File: src/rtl/raw_rx_pkg.sv
package raw_rx_pkg;
  typedef enum logic [1:0] {
    ST_HUNT = 2'd0,
    ST_SYNC = 2'd1,
    ST_DATA = 2'd2
  } rx_state_e;
endpackage

File: src/rtl/rx_manch_dec.sv
module rx_manch_dec (
  input  logic clk_i,
  input  logic rst_ni,
  input  logic bit_i,
  input  logic bit_valid_i,
  input  logic en_i,
  input  logic slip_i,
  input  logic clr_i,
  output logic dec_bit_o,
  output logic dec_valid_o,
  output logic pair_err_o
);
  logic half_q, have_q;
  logic pair_done;

  assign pair_done   = en_i & bit_valid_i & have_q;
  assign pair_err_o  = pair_done & (half_q == bit_i);
  assign dec_valid_o = en_i ? (pair_done & (half_q != bit_i)) : bit_valid_i;
  assign dec_bit_o   = en_i ? half_q : bit_i;

  always_ff @(posedge clk_i or negedge rst_ni) begin
    if (!rst_ni) begin
      half_q <= 1'b0;
      have_q <= 1'b0;
    end else if (clr_i || !en_i) begin
      have_q <= 1'b0;
    end else if (bit_valid_i) begin
      if (!have_q) begin
        have_q <= 1'b1;
        half_q <= bit_i;
      end else if (pair_err_o && slip_i) begin
        // realign by one bit while hunting
        half_q <= bit_i;
      end else begin
        have_q <= 1'b0;
      end
    end
  end
endmodule

File: src/rtl/rx_pre_det.sv
module rx_pre_det #(
  parameter int CNT_W = 6
) (
  input  logic             clk_i,
  input  logic             rst_ni,
  input  logic             clr_i,
  input  logic             valid_i,
  input  logic             bit_i,
  input  logic             err_i,
  input  logic [CNT_W-1:0] thresh_i,
  output logic             hit_o
);
  localparam logic [CNT_W-1:0] CntMax = '1;

  logic [CNT_W-1:0] run_q, run_nxt;
  logic             prev_q;

  always_comb begin
    if (run_q == '0)           run_nxt = CNT_W'(1);
    else if (bit_i == prev_q)  run_nxt = CNT_W'(1);
    else if (run_q == CntMax)  run_nxt = CntMax;
    else                       run_nxt = run_q + CNT_W'(1);
  end

  assign hit_o = valid_i & (run_nxt >= thresh_i);

  always_ff @(posedge clk_i or negedge rst_ni) begin
    if (!rst_ni) begin
      run_q  <= '0;
      prev_q <= 1'b0;
    end else if (clr_i || err_i) begin
      run_q <= '0;
    end else if (valid_i) begin
      run_q  <= run_nxt;
      prev_q <= bit_i;
    end
  end
endmodule

File: src/rtl/rx_sync_srch.sv
module rx_sync_srch #(
  parameter int SYNC_W   = 16,
  parameter int SYNC_WIN = 32
) (
  input  logic              clk_i,
  input  logic              rst_ni,
  input  logic              active_i,
  input  logic              valid_i,
  input  logic              bit_i,
  input  logic [SYNC_W-1:0] word_i,
  output logic              match_o,
  output logic              expire_o
);
  localparam int WIN_W = $clog2(SYNC_WIN + 1);

  logic [SYNC_W-1:0] sreg_q, sreg_nxt;
  logic [WIN_W-1:0]  win_q;
  logic              go;

  assign go       = active_i & valid_i;
  assign sreg_nxt = {sreg_q[SYNC_W-2:0], bit_i};
  assign match_o  = go & (win_q >= WIN_W'(SYNC_W - 1)) & (sreg_nxt == word_i);
  assign expire_o = go & ~match_o & (win_q == WIN_W'(SYNC_WIN - 1));

  always_ff @(posedge clk_i or negedge rst_ni) begin
    if (!rst_ni) begin
      sreg_q <= '0;
      win_q  <= '0;
    end else if (!active_i) begin
      sreg_q <= '0;
      win_q  <= '0;
    end else if (valid_i) begin
      sreg_q <= sreg_nxt;
      win_q  <= win_q + WIN_W'(1);
    end
  end
endmodule

File: src/rtl/rx_byte_pack.sv
module rx_byte_pack #(
  parameter int BYTE_W = 8
) (
  input  logic              clk_i,
  input  logic              rst_ni,
  input  logic              clr_i,
  input  logic              ovf_clr_i,
  input  logic              valid_i,
  input  logic              bit_i,
  input  logic              fifo_full_i,
  output logic [BYTE_W-1:0] wdata_o,
  output logic              we_o,
  output logic              ovf_o
);
  localparam int BC_W = $clog2(BYTE_W);

  logic [BYTE_W-1:0] sh_q;
  logic [BC_W-1:0]   cnt_q;
  logic              pend_q;
  logic              last;

  assign last    = valid_i & (cnt_q == BC_W'(BYTE_W - 1));
  assign wdata_o = sh_q;
  assign we_o    = pend_q & ~fifo_full_i;

  always_ff @(posedge clk_i or negedge rst_ni) begin
    if (!rst_ni) begin
      sh_q   <= '0;
      cnt_q  <= '0;
      pend_q <= 1'b0;
    end else if (clr_i) begin
      cnt_q  <= '0;
      pend_q <= 1'b0;
    end else begin
      pend_q <= last;
      if (valid_i) begin
        sh_q  <= {sh_q[BYTE_W-2:0], bit_i};
        cnt_q <= last ? '0 : cnt_q + BC_W'(1);
      end
    end
  end

  always_ff @(posedge clk_i or negedge rst_ni) begin
    if (!rst_ni)                    ovf_o <= 1'b0;
    else if (ovf_clr_i)             ovf_o <= 1'b0;
    else if (pend_q && fifo_full_i) ovf_o <= 1'b1;
  end
endmodule

File: src/rtl/raw_sync_rx.sv
module raw_sync_rx
  import raw_rx_pkg::*;
#(
  parameter int CNT_W    = 6,
  parameter int SYNC_W   = 16,
  parameter int SYNC_WIN = 32,
  parameter int BYTE_W   = 8
) (
  input  logic              clk_i,
  input  logic              rst_ni,
  input  logic              bit_i,
  input  logic              bit_valid_i,
  input  logic [CNT_W-1:0]  pre_thresh_i,
  input  logic [SYNC_W-1:0] sync_word_i,
  input  logic              manch_en_i,
  input  logic              rearm_i,
  input  logic              fifo_full_i,
  output logic [BYTE_W-1:0] fifo_wdata_o,
  output logic              fifo_we_o,
  output logic              pre_det_o,
  output logic              sync_det_o,
  output logic              manch_err_o,
  output logic              overflow_o
);
  rx_state_e st_q, st_d;
  logic dec_bit, dec_valid, pair_err;
  logic in_hunt, in_sync, in_data;
  logic pre_hit, sync_hit, sync_exp;
  logic err_q;

  assign in_hunt = (st_q == ST_HUNT);
  assign in_sync = (st_q == ST_SYNC);
  assign in_data = (st_q == ST_DATA);

  rx_manch_dec u_dec (
    .clk_i       (clk_i),
    .rst_ni      (rst_ni),
    .bit_i       (bit_i),
    .bit_valid_i (bit_valid_i),
    .en_i        (manch_en_i),
    .slip_i      (in_hunt),
    .clr_i       (rearm_i),
    .dec_bit_o   (dec_bit),
    .dec_valid_o (dec_valid),
    .pair_err_o  (pair_err)
  );

  rx_pre_det #(.CNT_W(CNT_W)) u_pre (
    .clk_i    (clk_i),
    .rst_ni   (rst_ni),
    .clr_i    (rearm_i | ~in_hunt),
    .valid_i  (dec_valid & in_hunt),
    .bit_i    (dec_bit),
    .err_i    (pair_err & in_hunt),
    .thresh_i (pre_thresh_i),
    .hit_o    (pre_hit)
  );

  rx_sync_srch #(.SYNC_W(SYNC_W), .SYNC_WIN(SYNC_WIN)) u_sync (
    .clk_i    (clk_i),
    .rst_ni   (rst_ni),
    .active_i (in_sync & ~rearm_i),
    .valid_i  (dec_valid),
    .bit_i    (dec_bit),
    .word_i   (sync_word_i),
    .match_o  (sync_hit),
    .expire_o (sync_exp)
  );

  rx_byte_pack #(.BYTE_W(BYTE_W)) u_pack (
    .clk_i       (clk_i),
    .rst_ni      (rst_ni),
    .clr_i       (rearm_i | ~in_data),
    .ovf_clr_i   (rearm_i),
    .valid_i     (dec_valid & in_data),
    .bit_i       (dec_bit),
    .fifo_full_i (fifo_full_i),
    .wdata_o     (fifo_wdata_o),
    .we_o        (fifo_we_o),
    .ovf_o       (overflow_o)
  );

  always_comb begin
    st_d = st_q;
    if (rearm_i) begin
      st_d = ST_HUNT;
    end else begin
      unique case (st_q)
        ST_HUNT: if (pre_hit) st_d = ST_SYNC;
        ST_SYNC: begin
          if (pair_err || sync_exp) st_d = ST_HUNT;
          else if (sync_hit)        st_d = ST_DATA;
        end
        ST_DATA: if (pair_err) st_d = ST_HUNT;
        default: st_d = ST_HUNT;
      endcase
    end
  end

  always_ff @(posedge clk_i or negedge rst_ni) begin
    if (!rst_ni) begin
      st_q  <= ST_HUNT;
      err_q <= 1'b0;
    end else begin
      st_q <= st_d;
      if (rearm_i)                 err_q <= 1'b0;
      else if (pair_err && !in_hunt) err_q <= 1'b1;
    end
  end

  assign pre_det_o   = ~in_hunt;
  assign sync_det_o  = in_data;
  assign manch_err_o = err_q;
endmodule

File: config.mk
export PLATFORM = sky130hd
export DESIGN_NAME = raw_sync_rx
export DESIGN_NICKNAME = d
export VERILOG_FILES = /design/src/rtl/raw_rx_pkg.sv /design/src/rtl/rx_manch_dec.sv /design/src/rtl/rx_pre_det.sv /design/src/rtl/rx_sync_srch.sv /design/src/rtl/rx_byte_pack.sv /design/src/rtl/raw_sync_rx.sv
export SDC_FILE = /design/constraint.sdc
export NUM_CORES = 1
export LEC_CHECK = 0
export ABC_AREA = 0
export BUFFER_PORTS_ARGS = -buffer_cell sky130_fd_sc_hd__buf_2
export CELL_PAD_IN_SITES_DETAIL_PLACEMENT = 1
export CELL_PAD_IN_SITES_GLOBAL_PLACEMENT = 1
export CORE_MARGIN = 10
export CORE_UTILIZATION = 42
export DETAILED_ROUTE_END_ITERATION = 7
export GPL_TIMING_DRIVEN = 0
export PLACE_DENSITY = 0.86
export SLEW_MARGIN = 0
export SYNTH_ARGS = -nofsm -noshare
export SYNTH_HDL_FRONTEND = slang
export SYNTH_SLANG_ARGS = --single-unit
export TNS_END_PERCENT = 10
File: constraint.sdc
create_clock -name clk_i -period 2.9 [get_ports clk_i]
set_clock_uncertainty 0.15 [all_clocks]
set_input_delay 0.145 -clock clk_i [delete_from_list [all_inputs] [get_ports clk_i]]
set_output_delay 0.145 -clock clk_i [all_outputs]
set_load 0.05 [all_outputs]
# Word-level counts from Yosys, hierarchy flattened
# Cells that the tools add are included.
dict set report totals {
  reg_bits 46
  input_bits 29
  output_inout_bits 13
  word_cells 107
}
dict set report classes {
  add_sub_neg 3
  magnitude_cmp 2
  n_eq_ne 14
  mux 31
  n_bitwise 26
  reduce_logical 19
}
# op n
set ops {}
lappend ops {{$mux W6} 7}
lappend ops {{$mux W15} 2}
lappend ops {{$and A1 B1 Y1} 16}
lappend ops {{$eq A16 B16 Y1} 1}
lappend ops {{$mux W1} 13}
lappend ops {{$add A6 B1 Y6 const B} 2}
lappend ops {{$mux W2} 5}
lappend ops {{$reduce_bool A2 Y1} 5}
lappend ops {{$mux W3} 3}
lappend ops {{$not A1 Y1} 8}
lappend ops {{$eq A6 B5 Y1 const B} 1}
lappend ops {{$eq A6 B6 Y1 const B} 1}
lappend ops {{$ge A6 B4 Y1 const B} 1}
lappend ops {{$ge A6 B6 Y1} 1}
lappend ops {{$logic_not A6 Y1} 1}
lappend ops {{$pmux W2 S3} 1}
lappend ops {{$reduce_and A3 Y1} 2}
lappend ops {{$ne A2 B2 Y1 const B} 2}
lappend ops {{$ne A4 B2 Y1 const B} 1}
lappend ops {{$reduce_and A2 Y1} 2}
lappend ops {{$add A3 B1 Y3 const B} 1}
lappend ops {{$eq A3 B3 Y1 const B} 1}
lappend ops {{$logic_and A1 B1 Y1} 3}
lappend ops {{$logic_or A1 B1 Y1} 3}
lappend ops {{other kinds (9)} 12}

# Logic depth before layout (Yosys ltp)
dict set report logic_depth {
  word_depth 14
  ltp_mapped 12
  depth_no_buf 10
}

# By module
# Synthesis repeated with hierarchy kept, for this count alone.
dict set report unflattened {
  cells_unflattened 252
  hier_area_um2 2738.9
}
# module instances cells_per_inst area_each_um2 seq_area_each_um2
set by_module_without_submodules {}
lappend by_module_without_submodules {rx_sync_srch 1 102 1134.8 525.5}
lappend by_module_without_submodules {rx_pre_det 1 80 688.2 175.2}
lappend by_module_without_submodules {rx_byte_pack 1 36 571.8 325.3}
lappend by_module_without_submodules {raw_sync_rx 1 21 192.7 75.1}
lappend by_module_without_submodules {rx_manch_dec 1 13 151.4 50.0}

# Least setup slack after synthesis
# OpenSTA, ideal clock, no wires.
dict set report synth_path {
  path_kind {flip-flop to flip-flop}
  from {reg u_dec.half_q}
  to {reg st_q[0]}
  setup_ns 0.138
  arrival_time_ns 2.252
  required_time_ns 2.612
  path_slack_ns 0.360
  stages_incl_launch_ff 12
  path_buffers 1
  cell_sequence {dfrtp_1 -> mux2i_1 -> xor2_1 -> a31oi_1 -> buf_2 -> and3_1 -> ha_1 -> nand2b_1 -> a21o_1 -> a211oi_1 -> o21a_1 -> o32ai_1}
}
dict set report synth_between {
  elab_chain_cells 13
  word_cells_on_any_way 27
}
# element line_no
set synth_rtl {}
lappend synth_rtl {{start: declaration} rx_manch_dec.sv:13} ;# logic half_q, have_q;
lappend synth_rtl {{start signal: assignment} rx_manch_dec.sv:30} ;# half_q <= bit_i;
lappend synth_rtl {{start signal: assignment} rx_manch_dec.sv:33} ;# half_q <= bit_i;
lappend synth_rtl {{$ne A1 B1 Y1} rx_manch_dec.sv:18} ;# assign dec_valid_o = en_i ? (pair_done & (half_q != bit_i)) : bit_valid_i;
lappend synth_rtl {{$and A1 B1 Y1} rx_manch_dec.sv:18}
lappend synth_rtl {{$mux W1} rx_manch_dec.sv:18}
lappend synth_rtl {{$and A1 B1 Y1} rx_sync_srch.sv:20} ;# assign go = active_i & valid_i;
lappend synth_rtl {{$and A1 B1 Y1 (2 in series)} rx_sync_srch.sv:22} ;# assign match_o = go & (win_q >= WIN_W'(SYNC_W - 1)) & (sreg_nxt == word_i);
lappend synth_rtl {{$not A1 Y1} rx_sync_srch.sv:23} ;# assign expire_o = go & ~match_o & (win_q == WIN_W'(SYNC_WIN - 1));
lappend synth_rtl {{$and A1 B1 Y1 (2 in series)} rx_sync_srch.sv:23}
lappend synth_rtl {{$logic_or A1 B1 Y1} raw_sync_rx.sv:91} ;# if (pair_err || sync_exp) st_d = ST_HUNT;
lappend synth_rtl {{$mux W2} raw_sync_rx.sv:91}
lappend synth_rtl {{$pmux W2 S3} raw_sync_rx.sv:88} ;# unique case (st_q)
lappend synth_rtl {{$mux W2} raw_sync_rx.sv:85} ;# if (rearm_i) begin
lappend synth_rtl {{end signal: assignment} raw_sync_rx.sv:105} ;# st_q <= st_d;
lappend synth_rtl {{end: declaration} raw_sync_rx.sv:25} ;# rx_state_e st_q, st_d;
# Parallel ways exist; a longest one is shown, timed or not.
# A chain may end at the register's enable or synchronous reset.

# Worst setup path in the final report
dict set report layout_path {
  from {reg u_pre.run_q[0]}
  to {reg st_q[0]}
}
dict set report layout_between {
  elab_chain_cells 8
  word_cells_on_any_way 10
}
# element line_no
set layout_rtl {}
lappend layout_rtl {{start: declaration} rx_pre_det.sv:15} ;# logic [CNT_W-1:0] run_q, run_nxt;
lappend layout_rtl {{start signal: assignment} rx_pre_det.sv:34} ;# run_q <= run_nxt;
lappend layout_rtl {{$add A6 B1 Y6 / $eq A6 B6 Y1 (equally long branches)} {rx_pre_det.sv:22, rx_pre_det.sv:21}}
lappend layout_rtl {{$mux W6} rx_pre_det.sv:21} ;# else if (run_q == CntMax) run_nxt = CntMax;
lappend layout_rtl {{$mux W6} rx_pre_det.sv:20} ;# else if (bit_i == prev_q) run_nxt = CNT_W'(1);
lappend layout_rtl {{$mux W6 (*)} rx_pre_det.sv:19} ;# if (run_q == '0) run_nxt = CNT_W'(1);
lappend layout_rtl {{$ge A6 B6 Y1 (*)} rx_pre_det.sv:25} ;# assign hit_o = valid_i & (run_nxt >= thresh_i);
lappend layout_rtl {{$and A1 B1 Y1 (*)} rx_pre_det.sv:25}
lappend layout_rtl {{$ne A3 B2 Y1 (no source line) (*)} -}
lappend layout_rtl {{$reduce_and A3 Y1 (no source line) (*)} -}
# Every way passes the cells marked *; elsewhere a longest branch is shown, timed or not.

==> summary.md <==
| Metric | Value |
|---|---|
| Run status | completed |
| Layout Area Growth over Synthesis | 19.0% |
| TritonCTS clock tree | yes |
| Die footprint | 0.00936 mm2 |
| Area of the core | 0.00561 mm2 |
| Number of buffer cells added on primary ports | 39 |
| Crit end category | flop |
| Starting density of the core | 44.1% |
| Multi-input gate area | 0.00124 mm2 |
| Total of max-cap violations | 0 |
| Type of element launching the critical path | flop |
| Cell area power density | 424 mW/mm2 |
| Clock buffer count from CTS | 5 |
| Max IR drop VDD | 0.000252 V |
| Net switching component of the power | 0.321 mW |
| Critical path buffer and inverter count | 0 |
| EDFF count, synth | 0 |
| Total GRT Usage | 13.7% |
| Dominant register cell in the synthesized netlist | dfrtp_1 |
| Tightest slew margin relative to the limit | 31.2% |
| Startpoint of the worst register-to-register path | u_pre.run_q[0] |
| Die outline width | 96.8 um |
| Setup TNS | 0 ns |
| Net count after synthesis | 304 |
| First-pass GRT wire length | 10.9 mm |
| Pre-CTS WS | -0.214 ns |
| Hold violation count in the final report | 0 |
| Maximum clock frequency | 0.371 GHz |
| Instance count on the critical path | 10 |
| Die outline height | 96.8 um |
| Crit share post-route | 92.9% |
| Mean routed wirelength per cell | 16.2 um |
| Number of nets in the layout | 356 |
| Max Fanout on Critical Path | 5 |
| Hold path start | bit_valid_i |
| Area share of the largest cell type after synthesis | 46.5% |
| Cell internal power dissipation | 0.927 mW |
| Cell area after layout | 0.00294 mm2 |
| Ant. Diodes | 0 |
| Final weighted congestion in routability-driven placement | 0.852 |
| Number of global-route vias before repair | 2282 |
| Type of the worst min-delay path | in2reg |
| Sw frac | 25.7% |
| Reg power frac | 52.7% |
| Detailed-route wire length | 6.30 mm |
| Cell family with most CP delay | simple AND/OR/NAND/NOR gates |
| Slowest stage cell, crit path | dfrtp_1 |
| Clock Power Share | 35.5% |
| Number of levels in the clock H-tree | 2 |
| Bufs on Longest Clock Path | 2 |
| Top post-synthesis cells by area | dfrtp_1, nand2_1, xor2_1 |
| Initial antenna violation count | 0 |
| Length of the first detailed-routing pass in iterations | 4 |
| Data arrival, critical path | 2.72 ns |
| Leakage power | 1.42 nW |
| Worst path max stage delay | 0.41 ns |
| DRC violation total after the first TritonRoute iteration | 82 |
| Tmin final | 2.69 ns |
| Latest clock arrival within the worst-skew pair | 0.31 ns |
| Smallest setup slack after layout | 0.206 ns |
| Critical Path, Cell by Cell | ha_1 -> nand2_1 -> or2_2 -> and3_1 -> ha_1 -> nand2b_1 -> a21o_1 -> a211oi_1 -> o21a_1 -> o32ai_1 |
| Post-synthesis cell type count | 39 |
| Proportion of power drawn by combinational gates | 11.8% |
| Worst Setup Path Type | reg2reg |
| Antenna-violating nets left | 0 |
| Cell occurring most often along the worst timing path | ha_1 |
| Remaining DRCs | 0 |
| FF-to-FF setup slack | 0.21 ns |
| Largest net degree at the start of global routing | 47 |
| Area of placed instances | 0.00276 mm2 |
| Most frequent cells in the layout | nand2_1, dfrtp_1, buf_2, a21oi_1, nor2_1 |
| Syn Area/Cell | 9.37 um2 |
| Slew @ Worst Pin | 1.03 ns |
| Worst Reg-to-Reg Cells | 10 |
| Synth warnings | 0 |
| Std cell rows | 27 |
| Clock Sinks | 46 |
| Post-DP HPWL | 4.69 mm |
| Critical Path Start | u_pre.run_q[0] |
| Worst hold path stage count | 3 |
| Leading area contributor after synthesis | dfrtp_1 |
| Number of instances in the synthesized netlist | 264 |
| Congestion Overflow GR | 0 |
| #FFs+latches synth | 46 |
| RSZ-0062 raised after global routing | no |
| Library cell used as clock root buffer | clkbuf_8 |
| Register area share after synthesis | 46.5% |
| Most common cell after layout, fill and taps aside | nand2_1 |
| Share of final-layout standard cells stronger than drive strength 1 | 20.5% |
| # fillers | 701 |
| Detail-routed via count per cell | 5.30 |
| Final-report setup violation count | 0 |
| Via Count | 2060 |
| Mapped cell area | 0.00247 mm2 |
| Required time of the critical path | 2.92 ns |
| Register clock-pin slew on the reported worst setup and hold paths | 0.09 ns |
| Async set-reset flop share out of synthesis | 100% |
| I/O pin count | 42 |
| Final Max Tran Viols | 0 |
| Area used by sequential logic in the layout | 0.00115 mm2 |
## tightest hold or removal path: stages
cell and delay (ns):
buf_2 0.12, nor2_1 0.10, nor4b_1 0.06
## logic make-up after synthesis
group | count (synthesis) | share of synthesized area, %
AND/OR/NAND/NOR | 103 | 19.3
AO/OA/AOI/OAI | 49 | 12.3
flip-flops | 46 | 46.5
XOR/XNOR | 24 | 8.49
buffers and inverters | 22 | 3.84
adder cells (fa/ha/maj) | 11 | 5.56
multiplexers | 9 | 4.04
## path summary, 6_finish.rpt
kind / to
setup / recovery: st_q[0]
hold / removal: u_dec.have_q
setup reg to reg: st_q[0]
hold reg to reg: manch_err_o
max in group asynchronous: u_sync.win_q[1]
min in group asynchronous: u_pack.wdata_o[2]
## flip-flops by register name, indices dropped and copies added (netlist names)
| name | flops |
|---|---|
| manch_err_o | 1 |
| u_pack.wdata_o | 8 |
| u_pack.cnt_q | 3 |
| u_pack.ovf_o | 1 |
| u_pre.prev_q | 1 |
| u_pack.pend_q | 1 |
| st_q | 2 |
| u_sync.sreg_q | 15 |
| u_pre.run_q | 6 |
| u_dec.have_q | 1 |
| u_dec.half_q | 1 |
| u_sync.win_q | 6 |
## synth_stat cells (4+ instances only)
| library cell | count |
|---|---|
| nor3_1 | 5 |
| xnor2_1 | 7 |
| nand3_1 | 5 |
| buf_2 | 4 |
| dfrtp_1 | 46 |
| a21oi_1 | 27 |
| nor2_1 | 22 |
| mux2_2 | 8 |
| xor2_1 | 17 |
| clkbuf_1 | 6 |
| inv_1 | 11 |
| nand2_1 | 47 |
| ha_1 | 11 |
| nand4_1 | 4 |
| and3_1 | 5 |
## cell type report
class,count,area share (%)
Timing Repair Buffer,46,8.92
Clock buffer,7,3.27
Multi-Input combinational cell,196,42.2
Tap cell,72,3.06
Sequential cell,46,39.1
Buffer,10,1.78
Clock inverter,1,0.297
Inverter,11,1.40
## per-stage QoR
stage                     power (mW)  hold slack [ns]  util [%]  instances
final                           1.25           0.0130      52.5        389
after global routing            1.31           0.0192      52.5        389
after CTS                       1.26          0.00837      52.4        389
after detailed placement       0.807            0.241      49.2        375
after global placement         0.800            0.232      49.2        375
after floorplan                0.745           -0.301         -        264
## power groups by stage
stage	sequential (mW)	clock, mW	combinational, mW
after floorplan	0.668	0	0.0769
after global placement	0.668	0	0.132
after detailed placement	0.669	0	0.138
after CTS	0.658	0.454	0.147
after global routing	0.660	0.482	0.166
final	0.658	0.443	0.148
## metal layers
| metal | vias to the layer above | part of all wire (%) | global-route usage [%] |
|---|---|---|---|
| li1 | 1003 | - | - |
| met1 | 1012 | 46 | 16.6 |
| met2 | 35 | 49 | 22.8 |
| met3 | 10 | 3.8 | 3.62 |
| met4 | 0 | 1.5 | 4.96 |
| met5 | - | 0 | 0 |
## repair_timing
action                                 4_1_cts  5_1_grt
hold buffers                                 6        0
setup buffers                                0        1
setup endpoints to repair                    1        1
endpoints found under the hold margin       50        0
gates resized for setup                      2        1
No activity file was read; power rests on OpenSTA's default activity.
